## config.mk

```make
export PLATFORM = sky130hd
export DESIGN_NAME = rng_front
export DESIGN_NICKNAME = d
export VERILOG_FILES = /design/src/rtl/rng_front_pkg.sv /design/src/rtl/rng_lfsr_src.sv /design/src/rtl/rng_word_fifo.sv /design/src/rtl/rng_op_seq.sv /design/src/rtl/rng_front.sv
export SDC_FILE = /design/constraint.sdc
export NUM_CORES = 1
export LEC_CHECK = 0
export BUFFER_PORTS_ARGS = -buffer_cell sky130_fd_sc_hd__buf_2
export CAP_MARGIN = 20
export CORE_AREA = 4 4 170 172
export CTS_CLUSTER_SIZE = 20
export DETAILED_ROUTE_END_ITERATION = 8
export DIE_AREA = 0 0 174 176
export MAX_ROUTING_LAYER = met4
export PLACE_DENSITY = 0.72
export SYNTH_ARGS = -nofsm -noshare
export SYNTH_HDL_FRONTEND = slang
export SYNTH_HIERARCHICAL = 1
export SYNTH_SLANG_ARGS = --single-unit
```

## constraint.sdc

```tcl
create_clock -name clk -period 5.5 [get_ports clk]
set_clock_uncertainty 0.1 [all_clocks]
set_input_delay 0 -clock clk [delete_from_list [all_inputs] [get_ports clk]]
set_output_delay 0 -clock clk [all_outputs]
set_load 0.01 [all_outputs]
```

## src/rtl/rng_front_pkg.sv

```systemverilog
package rng_front_pkg;

  // word addresses (byte offset / 4)
  localparam logic [2:0] A_IDENT = 3'd0;
  localparam logic [2:0] A_CMD   = 3'd1;
  localparam logic [2:0] A_CTRL  = 3'd2;
  localparam logic [2:0] A_STAT  = 3'd3;
  localparam logic [2:0] A_ERR   = 3'd4;
  localparam logic [2:0] A_OUT   = 3'd5;

  // command bits
  localparam int C_TEST = 0;
  localparam int C_SEED = 1;
  localparam int C_CLRI = 4;
  localparam int C_CLRE = 5;

  // status bit positions
  localparam int S_TDONE = 4;
  localparam int S_SDONE = 5;
  localparam int S_LVL   = 8;
  localparam int S_ERR   = 16;

  localparam logic [31:0] ERR_SELF  = 32'h0000_0001;
  localparam logic [31:0] ERR_STAT  = 32'h0000_0008;
  localparam logic [31:0] LFSR_TAPS = 32'h8020_0003;

  typedef enum logic [1:0] {OP_IDLE, OP_TEST, OP_SEED} op_e;

  // Galois right-shift step of the word generator
  function automatic logic [31:0] lfsr_next(input logic [31:0] s);
    return (s >> 1) ^ (s[0] ? LFSR_TAPS : 32'h0);
  endfunction

  function automatic logic [31:0] ident_word(input logic [3:0] t,
                                             input logic [7:0] mj,
                                             input logic [7:0] mn);
    return {t, 12'h000, mj, mn};
  endfunction

endpackage

```

## src/rtl/rng_lfsr_src.sv

```systemverilog
module rng_lfsr_src
  import rng_front_pkg::*;
#(
  parameter logic [31:0] INIT = 32'hACE1_2468
) (
  input  logic        clk,
  input  logic        rst_n,
  input  logic        adv,
  output logic [31:0] word
);

  always_ff @(posedge clk) begin
    if (!rst_n)   word <= INIT;
    else if (adv) word <= lfsr_next(word);
  end

  // a zero state would lock the generator
  assert_lfsr_live_R9: assert property (@(posedge clk) disable iff (!rst_n)
    word != 32'h0);

endmodule

```

## src/rtl/rng_word_fifo.sv

```systemverilog
module rng_word_fifo #(
  parameter int DEPTH = 8,
  parameter int W     = 32,
  localparam int LW   = $clog2(DEPTH + 1),
  localparam int PW   = (DEPTH > 1) ? $clog2(DEPTH) : 1
) (
  input  logic          clk,
  input  logic          rst_n,
  input  logic          push,
  input  logic [W-1:0]  din,
  input  logic          pop,
  output logic [W-1:0]  dout,
  output logic [LW-1:0] level,
  output logic          full,
  output logic          empty
);

  logic [W-1:0]  mem [DEPTH];
  logic [PW-1:0] wp, rp;
  logic          do_push, do_pop;

  function automatic logic [PW-1:0] bump(input logic [PW-1:0] p);
    return (p == PW'(DEPTH - 1)) ? '0 : p + 1'b1;
  endfunction

  assign full    = (level == LW'(DEPTH));
  assign empty   = (level == '0);
  assign do_push = push && !full;
  assign do_pop  = pop && !empty;
  assign dout    = empty ? '0 : mem[rp];

  always_ff @(posedge clk) begin
    if (do_push) mem[wp] <= din;
  end

  always_ff @(posedge clk) begin
    if (!rst_n) begin
      wp    <= '0;
      rp    <= '0;
      level <= '0;
    end else begin
      if (do_push) wp <= bump(wp);
      if (do_pop)  rp <= bump(rp);
      level <= level + LW'(do_push) - LW'(do_pop);
    end
  end

  assert_no_overflow_R8: assert property (@(posedge clk) disable iff (!rst_n)
    level <= LW'(DEPTH));

  assert_empty_read_R10: assert property (@(posedge clk) disable iff (!rst_n)
    (pop && empty && !push) |=> (level == '0));

endmodule

```

## src/rtl/rng_op_seq.sv

```systemverilog
module rng_op_seq
  import rng_front_pkg::*;
#(
  parameter int TEST_CYCLES  = 16,
  parameter int SEED_CYCLES  = 64,
  parameter int RESEED_WORDS = 1 << 20,
  localparam int LONGEST = (TEST_CYCLES > SEED_CYCLES) ? TEST_CYCLES : SEED_CYCLES,
  localparam int CW      = $clog2(LONGEST + 1),
  localparam int SW      = $clog2(RESEED_WORDS + 1)
) (
  input  logic clk,
  input  logic rst_n,
  input  logic test_req,
  input  logic seed_req,
  input  logic auto_en,
  input  logic word_served,
  output logic busy,
  output logic test_fin,
  output logic seed_fin
);

  op_e           op;
  logic [CW-1:0] cnt;
  logic [SW-1:0] served;
  logic          auto_due, start_test, start_seed, last;

  assign auto_due   = auto_en && (served >= SW'(RESEED_WORDS));
  assign busy       = (op != OP_IDLE);
  assign start_test = !busy && test_req;
  assign start_seed = !busy && !test_req && (seed_req || auto_due);
  assign last       = busy && (cnt == '0);
  assign test_fin   = last && (op == OP_TEST);
  assign seed_fin   = last && (op == OP_SEED);

  always_ff @(posedge clk) begin
    if (!rst_n) begin
      op  <= OP_IDLE;
      cnt <= '0;
    end else if (start_test) begin
      op  <= OP_TEST;
      cnt <= CW'(TEST_CYCLES - 1);
    end else if (start_seed) begin
      op  <= OP_SEED;
      cnt <= CW'(SEED_CYCLES - 1);
    end else if (last) begin
      op  <= OP_IDLE;
    end else if (busy) begin
      cnt <= cnt - 1'b1;
    end
  end

  // words served since the last seed, saturating at the reseed threshold
  always_ff @(posedge clk) begin
    if (!rst_n)                                    served <= '0;
    else if (start_seed)                           served <= '0;
    else if (word_served && auto_en && !auto_due)  served <= served + 1'b1;
  end

  assert_busy_ignores_R12: assert property (@(posedge clk) disable iff (!rst_n)
    (busy && !last && (test_req || seed_req)) |=> (op == $past(op)));

  assert_auto_reseed_R11: assert property (@(posedge clk) disable iff (!rst_n)
    (auto_due && !busy && !test_req) |=> (op == OP_SEED));

  assert_served_bound_R11: assert property (@(posedge clk) disable iff (!rst_n)
    served <= SW'(RESEED_WORDS));

endmodule

```

## src/rtl/rng_front.sv

```systemverilog
module rng_front
  import rng_front_pkg::*;
#(
  parameter logic [3:0]  TYPE_CODE    = 4'h2,
  parameter logic [7:0]  REV_MAJOR    = 8'h02,
  parameter logic [7:0]  REV_MINOR    = 8'h01,
  parameter int          FIFO_DEPTH   = 8,
  parameter int          TEST_CYCLES  = 16,
  parameter int          SEED_CYCLES  = 64,
  parameter int          RESEED_WORDS = 1 << 20,
  parameter logic [31:0] LFSR_INIT    = 32'hACE1_2468,
  localparam int         LW           = $clog2(FIFO_DEPTH + 1)
) (
  input  logic        clk,
  input  logic        rst_n,
  input  logic        bus_wr,
  input  logic        bus_rd,
  input  logic [2:0]  bus_addr,
  input  logic [31:0] bus_wdata,
  output logic [31:0] bus_rdata,
  input  logic        st_pass,
  input  logic        stat_fail,
  output logic        irq
);

  // control: [2]=mask error, [1]=mask done, [0]=auto seed
  logic [2:0]    ctrl_q;
  logic          tdone_q, sdone_q, err_q, seeded_q;
  logic [31:0]   err_code_q;

  logic          wr_cmd, test_req, seed_req, clr_int_ev, clr_err_ev;
  logic          busy, test_fin, seed_fin;
  logic          fill_go, pop_rd, word_served;
  logic [31:0]   rng_word, fifo_dout;
  logic [LW-1:0] fifo_level;
  logic [3:0]    lvl4;
  logic          fifo_full, fifo_empty;
  logic          unused_wbits;

  assign wr_cmd     = bus_wr && (bus_addr == A_CMD);
  assign test_req   = wr_cmd && bus_wdata[C_TEST];
  assign seed_req   = wr_cmd && bus_wdata[C_SEED];
  assign clr_int_ev = wr_cmd && bus_wdata[C_CLRI];
  assign clr_err_ev = wr_cmd && bus_wdata[C_CLRE];
  assign unused_wbits = ^{bus_wdata[31:7], bus_wdata[3:2]};

  rng_op_seq #(
    .TEST_CYCLES (TEST_CYCLES),
    .SEED_CYCLES (SEED_CYCLES),
    .RESEED_WORDS(RESEED_WORDS)
  ) u_seq (
    .clk        (clk),
    .rst_n      (rst_n),
    .test_req   (test_req),
    .seed_req   (seed_req),
    .auto_en    (ctrl_q[0]),
    .word_served(word_served),
    .busy       (busy),
    .test_fin   (test_fin),
    .seed_fin   (seed_fin)
  );

  assign fill_go     = seeded_q && !err_q && !busy && !fifo_full;
  assign pop_rd      = bus_rd && (bus_addr == A_OUT);
  assign word_served = pop_rd && !fifo_empty;

  rng_lfsr_src #(.INIT(LFSR_INIT)) u_src (
    .clk  (clk),
    .rst_n(rst_n),
    .adv  (fill_go),
    .word (rng_word)
  );

  rng_word_fifo #(.DEPTH(FIFO_DEPTH), .W(32)) u_fifo (
    .clk  (clk),
    .rst_n(rst_n),
    .push (fill_go),
    .din  (rng_word),
    .pop  (pop_rd),
    .dout (fifo_dout),
    .level(fifo_level),
    .full (fifo_full),
    .empty(fifo_empty)
  );

  assign lvl4 = 4'(fifo_level);

  // flags: a clear in the same cycle as a completion loses to the completion
  always_ff @(posedge clk) begin
    if (!rst_n) begin
      ctrl_q     <= 3'b110;
      tdone_q    <= 1'b0;
      sdone_q    <= 1'b0;
      err_q      <= 1'b0;
      err_code_q <= '0;
      seeded_q   <= 1'b0;
    end else begin
      if (bus_wr && (bus_addr == A_CTRL)) ctrl_q <= bus_wdata[6:4];
      if (clr_err_ev) begin
        tdone_q    <= 1'b0;
        sdone_q    <= 1'b0;
        err_q      <= 1'b0;
        err_code_q <= '0;
      end else if (clr_int_ev && !err_q) begin
        tdone_q <= 1'b0;
        sdone_q <= 1'b0;
      end
      if (test_fin) begin
        tdone_q <= 1'b1;
        if (!st_pass) begin
          err_q      <= 1'b1;
          err_code_q <= ERR_SELF;
        end
      end
      if (seed_fin) begin
        sdone_q  <= 1'b1;
        seeded_q <= !stat_fail;
        if (stat_fail) begin
          err_q      <= 1'b1;
          err_code_q <= ERR_STAT;
        end
      end
    end
  end

  assign irq = ((tdone_q || sdone_q) && !ctrl_q[1]) || (err_q && !ctrl_q[2]);

  always_comb begin
    bus_rdata = '0;
    case (bus_addr)
      A_IDENT: bus_rdata = ident_word(TYPE_CODE, REV_MAJOR, REV_MINOR);
      A_CTRL:  bus_rdata = {25'h0, ctrl_q, 4'h0};
      A_STAT: begin
        bus_rdata[S_TDONE]         = tdone_q;
        bus_rdata[S_SDONE]         = sdone_q;
        bus_rdata[S_LVL +: 4]      = lvl4;
        bus_rdata[S_ERR]           = err_q;
      end
      A_ERR:   bus_rdata = err_code_q;
      A_OUT:   bus_rdata = fifo_dout;
      default: bus_rdata = '0;
    endcase
  end

  assert_clr_int_blocked_R5: assert property (@(posedge clk) disable iff (!rst_n)
    (clr_int_ev && !clr_err_ev && err_q && !test_fin && !seed_fin)
      |=> ($stable(tdone_q) && $stable(sdone_q)));

  assert_clr_err_R6: assert property (@(posedge clk) disable iff (!rst_n)
    (clr_err_ev && !test_fin && !seed_fin) |=> (!err_q && err_code_q == '0));

  assert_no_fill_on_err_R8: assert property (@(posedge clk) disable iff (!rst_n)
    (err_q && !word_served) |=> (fifo_level <= $past(fifo_level)));

  assert_irq_masked_R7: assert property (@(posedge clk) disable iff (!rst_n)
    (ctrl_q[1] && ctrl_q[2]) |-> !irq);

  assert_err_code_R4: assert property (@(posedge clk) disable iff (!rst_n)
    (seed_fin && stat_fail) |=> (err_q && err_code_q == ERR_STAT));

endmodule

```

==> run_results.csv <==
group,metric,value,unit
status,status,"finished, final reports clean",
sta,tns,0,ns
sta,finalSetupViolCount,0,
power,vdd_drop_max,323,uV
clocking,clock_latency,0.54,ns
power,power_frac_clock,43.6,%
yosys,synth_top_cell_by_area,"edfxtp_1",
yosys,syn-num-nets,986,
yosys,ys_warn_count,6,
routing,wl_per_cell,21.3,microns
floorplanning,start_util,53.9,%
cells_and_area,final_common_cell,"edfxtp_1",
yosys,async_flop_share,0,%
routing,first_pass_iters,5,
placement,post_dp_cell_area,15400,sq um
global_routing,grt_overflow,0,
worst_hold_path,whs_path_depth,4,
floorplanning,die_h,176,microns
global_routing,grt_pass1_vias,8202,
sta,min_period,3.37,ns
global_routing,grtUsageTotal,20.1,%
global_routing,grt_pass1_wl,47.1,mm
floorplanning,core,27500,sq um
clocking,cts_root_buf,"clkbuf_16",
sta,rsz0062_at_grt,"no",
sta,slew_headroom,32.5,%
clocking,clockBufferDepth,3,
clocking,postCtsSetupBuffers,0,
sta,slew_violations,0,
routing,via_per_inst,5.88,
cells_and_area,syn_to_final_growth,13.9,%
routing,routed-via-count,8167,
routing,antenna_left,0,
worst_setup_path,start_kind,"flop",
sta,period_share,61.2,%
power,p_sw,1.29,mW
worst_setup_path,rrSetupSlack,2.18,ns
power,p_leak,5.91,nW
clocking,cts.sinks,370,
routing,totalWireLength,29.6,mm
power,p_per_area,355,nW/um^2
power,total_power,6.00,mW
yosys,syn-cell-area,14800,sq um
global_routing,antenna_found_initial,0,
cells_and_area,drive_gt1_share,17.9,%
cells_and_area,layout.filler_cells,1988,
worst_setup_path,r2r_cells,8,
global_routing,grt_start_max_net_pins,49,
cells_and_area,fin_area,16900,sq um
cells_and_area,utilization,61.4,%
placement,dp_cells,1299,
power,p_int,4.71,mW
cells_and_area,final_cells,1390,
sta,worstMarginPinSlew,1.01,ns
yosys,syn_avg_cell_area,15.9,sq um
routing,drc,0,
yosys,postSynthCellCount,931,
placement,dp_hpwl,16.6,mm
clocking,htree_levels,2,
placement,routabilityCongestion,0.804,
floorplanning,boundaryPins,74,
cells_and_area,layout_common_cells,"edfxtp_1, dfxtp_1, mux2i_1, nor2_1",
floorplanning,rows,61,
cells_and_area,fin_nets,1068,
worst_setup_path,worst-path-max-fanout,48,
placement,port_buffers,46,
job,cap_violations,0,
yosys,synthFlopType,"edfxtp_1",
worst_setup_path,required,5.40,ns
yosys,yosysTopAreaCellShare,51.9,%
clocking,cts_tree,"built",
yosys,synth.area.top_cells,"edfxtp_1, dfxtp_1, mux4_2",
worst_setup_path,crit_path_end_kind,"output pin",
yosys,synth_cell_type_count,64,
power,seq_power_share,49.9,%
clocking,cts_made_buffers,39,
floorplanning,fp.dieW,174,microns
clocking,cts_hold_buf,19,
yosys,synth_edf_count,256,
routing,drtIter0Drc,745,
cells_and_area,antenna_cells,0,
power,swShare,21.5,%
worst_hold_path,hold_class,"primary input to flop",
clocking,post_cts_resize_count,0,
floorplanning,dieArea,30600,sq um
sta,timing.final.hold_violations,0,
sta,max_freq,297,MHz
power,p_comb_share,6.5,%
worst_setup_path,path_class,"flop to output pin",
yosys,yosysSeqAreaShare,67.3,%
worst_setup_path,worst_ep_arrival_time,3.27,ns
clocking,clk_pin_slew,0.06,ns
yosys,ys_seq_elements,370,
## cell type report
class                      instances  area (sq um)  area share, %
clock buffer                      64          1150           6.81
timing repair buffer              84           583           3.45
inverter                          23          86.3          0.512
sequential                       370          9970           59.1
tap                              346           433           2.57
multi-input combinational        495          4500           26.7
clock inverter                     8           151          0.897
## routing by layer
| layer | routed length [microns] | vias up | global-route usage [%] |
|---|---|---|---|
| met5 | 0 | - | - |
| met4 | 503 | 0 | 4.88 |
| met3 | 1530 | 44 | 3.17 |
| met2 | 14300 | 232 | 31.2 |
| met1 | 13200 | 4133 | 28.4 |
| li1 | - | 3758 | - |
## power by group through the flow
stage / logic, mW / registers (mW) / clock network, mW
6_report: 0.392 / 2.99 / 2.61
2_1_floorplan: 0.278 / 3.04 / 0
5_1_grt: 0.428 / 2.99 / 2.80
3_5_place_dp: 0.389 / 3.05 / 0
4_1_cts: 0.400 / 2.99 / 2.68
3_3_place_gp: 0.386 / 3.05 / 0
## through the flow
stage / setup WS, ns / hold WS (ns)
after global placement: 2.27 / 0.124
after CTS: 2.01 / 0.0596
after global routing: 1.92 / 0.126
after detailed placement: 2.19 / 0.125
final: 2.13 / 0.0887
after floorplan: 0.0500 / -0.0559
## worst paths after layout
check                        startpoint                     endpoint
max reg2reg  u_fifo/level[2]$_SDFF_PN0_  u_fifo/mem[6][30]$_DFFE_PP_
min                         bus_addr[1]     err_code_q[0]$_SDFF_PN0_
min reg2reg    err_code_q[9]$_SDFF_PN0_     err_code_q[9]$_SDFF_PN0_
max                                flop                 bus_rdata[2]
## registers in the layout (all words and copies together) (netlist names), named ones only
signal / cells
err_q: 1
ctrl_q: 3
u_fifo/level: 4
sdone_q: 1
u_seq/served: 21
tdone_q: 1
u_src/word: 32
u_fifo/wp: 3
err_code_q: 32
u_fifo/mem: 256
u_seq/op: 2
u_fifo/rp: 3
u_seq/cnt: 7
seeded_q: 1
## Yosys cell counts (5+ instances only)
library cell  number
a22o_1            32
mux4_1            24
buf_12             6
clkbuf_2           5
nand2b_1           5
clkbuf_1          14
nor2_1            62
xnor2_1            8
dfxtp_1          114
nor3_1            11
inv_1             21
mux4_2            40
nor2b_1            6
buf_6              6
a21oi_1           37
or3_1             11
edfxtp_1         256
nand2_1           46
o21ai_0           23
or4_1              6
mux2i_1           60
ha_1              13
buf_2             10
and2_1            35
nand3_1           10
## worst max-delay path: stages, from the launching register on
cell and delay [ns]:
dfxtp_4 0.97, buf_4 0.45, mux4_1 0.59, a22o_1 0.26
mux2i_1 0.21, nor2_1 0.08, buf_2 0.16
## cell families (layout without fill, tap and decap cells)
logic type                 count (synthesis)  count (layout)  share of synthesized area, %
AOI/OAI and AO/OA                        122             122                          5.53
DFF                                      370             370                          67.3
and+or+nand+nor                          223             223                          8.04
adders and majority gates                 14              14                          1.23
muxes                                    124             124                          14.4
xor gates and xnor gates                  12              12                         0.710
buffers and inverters                     66             179                          2.79
(Power assumes the default switching activity.)
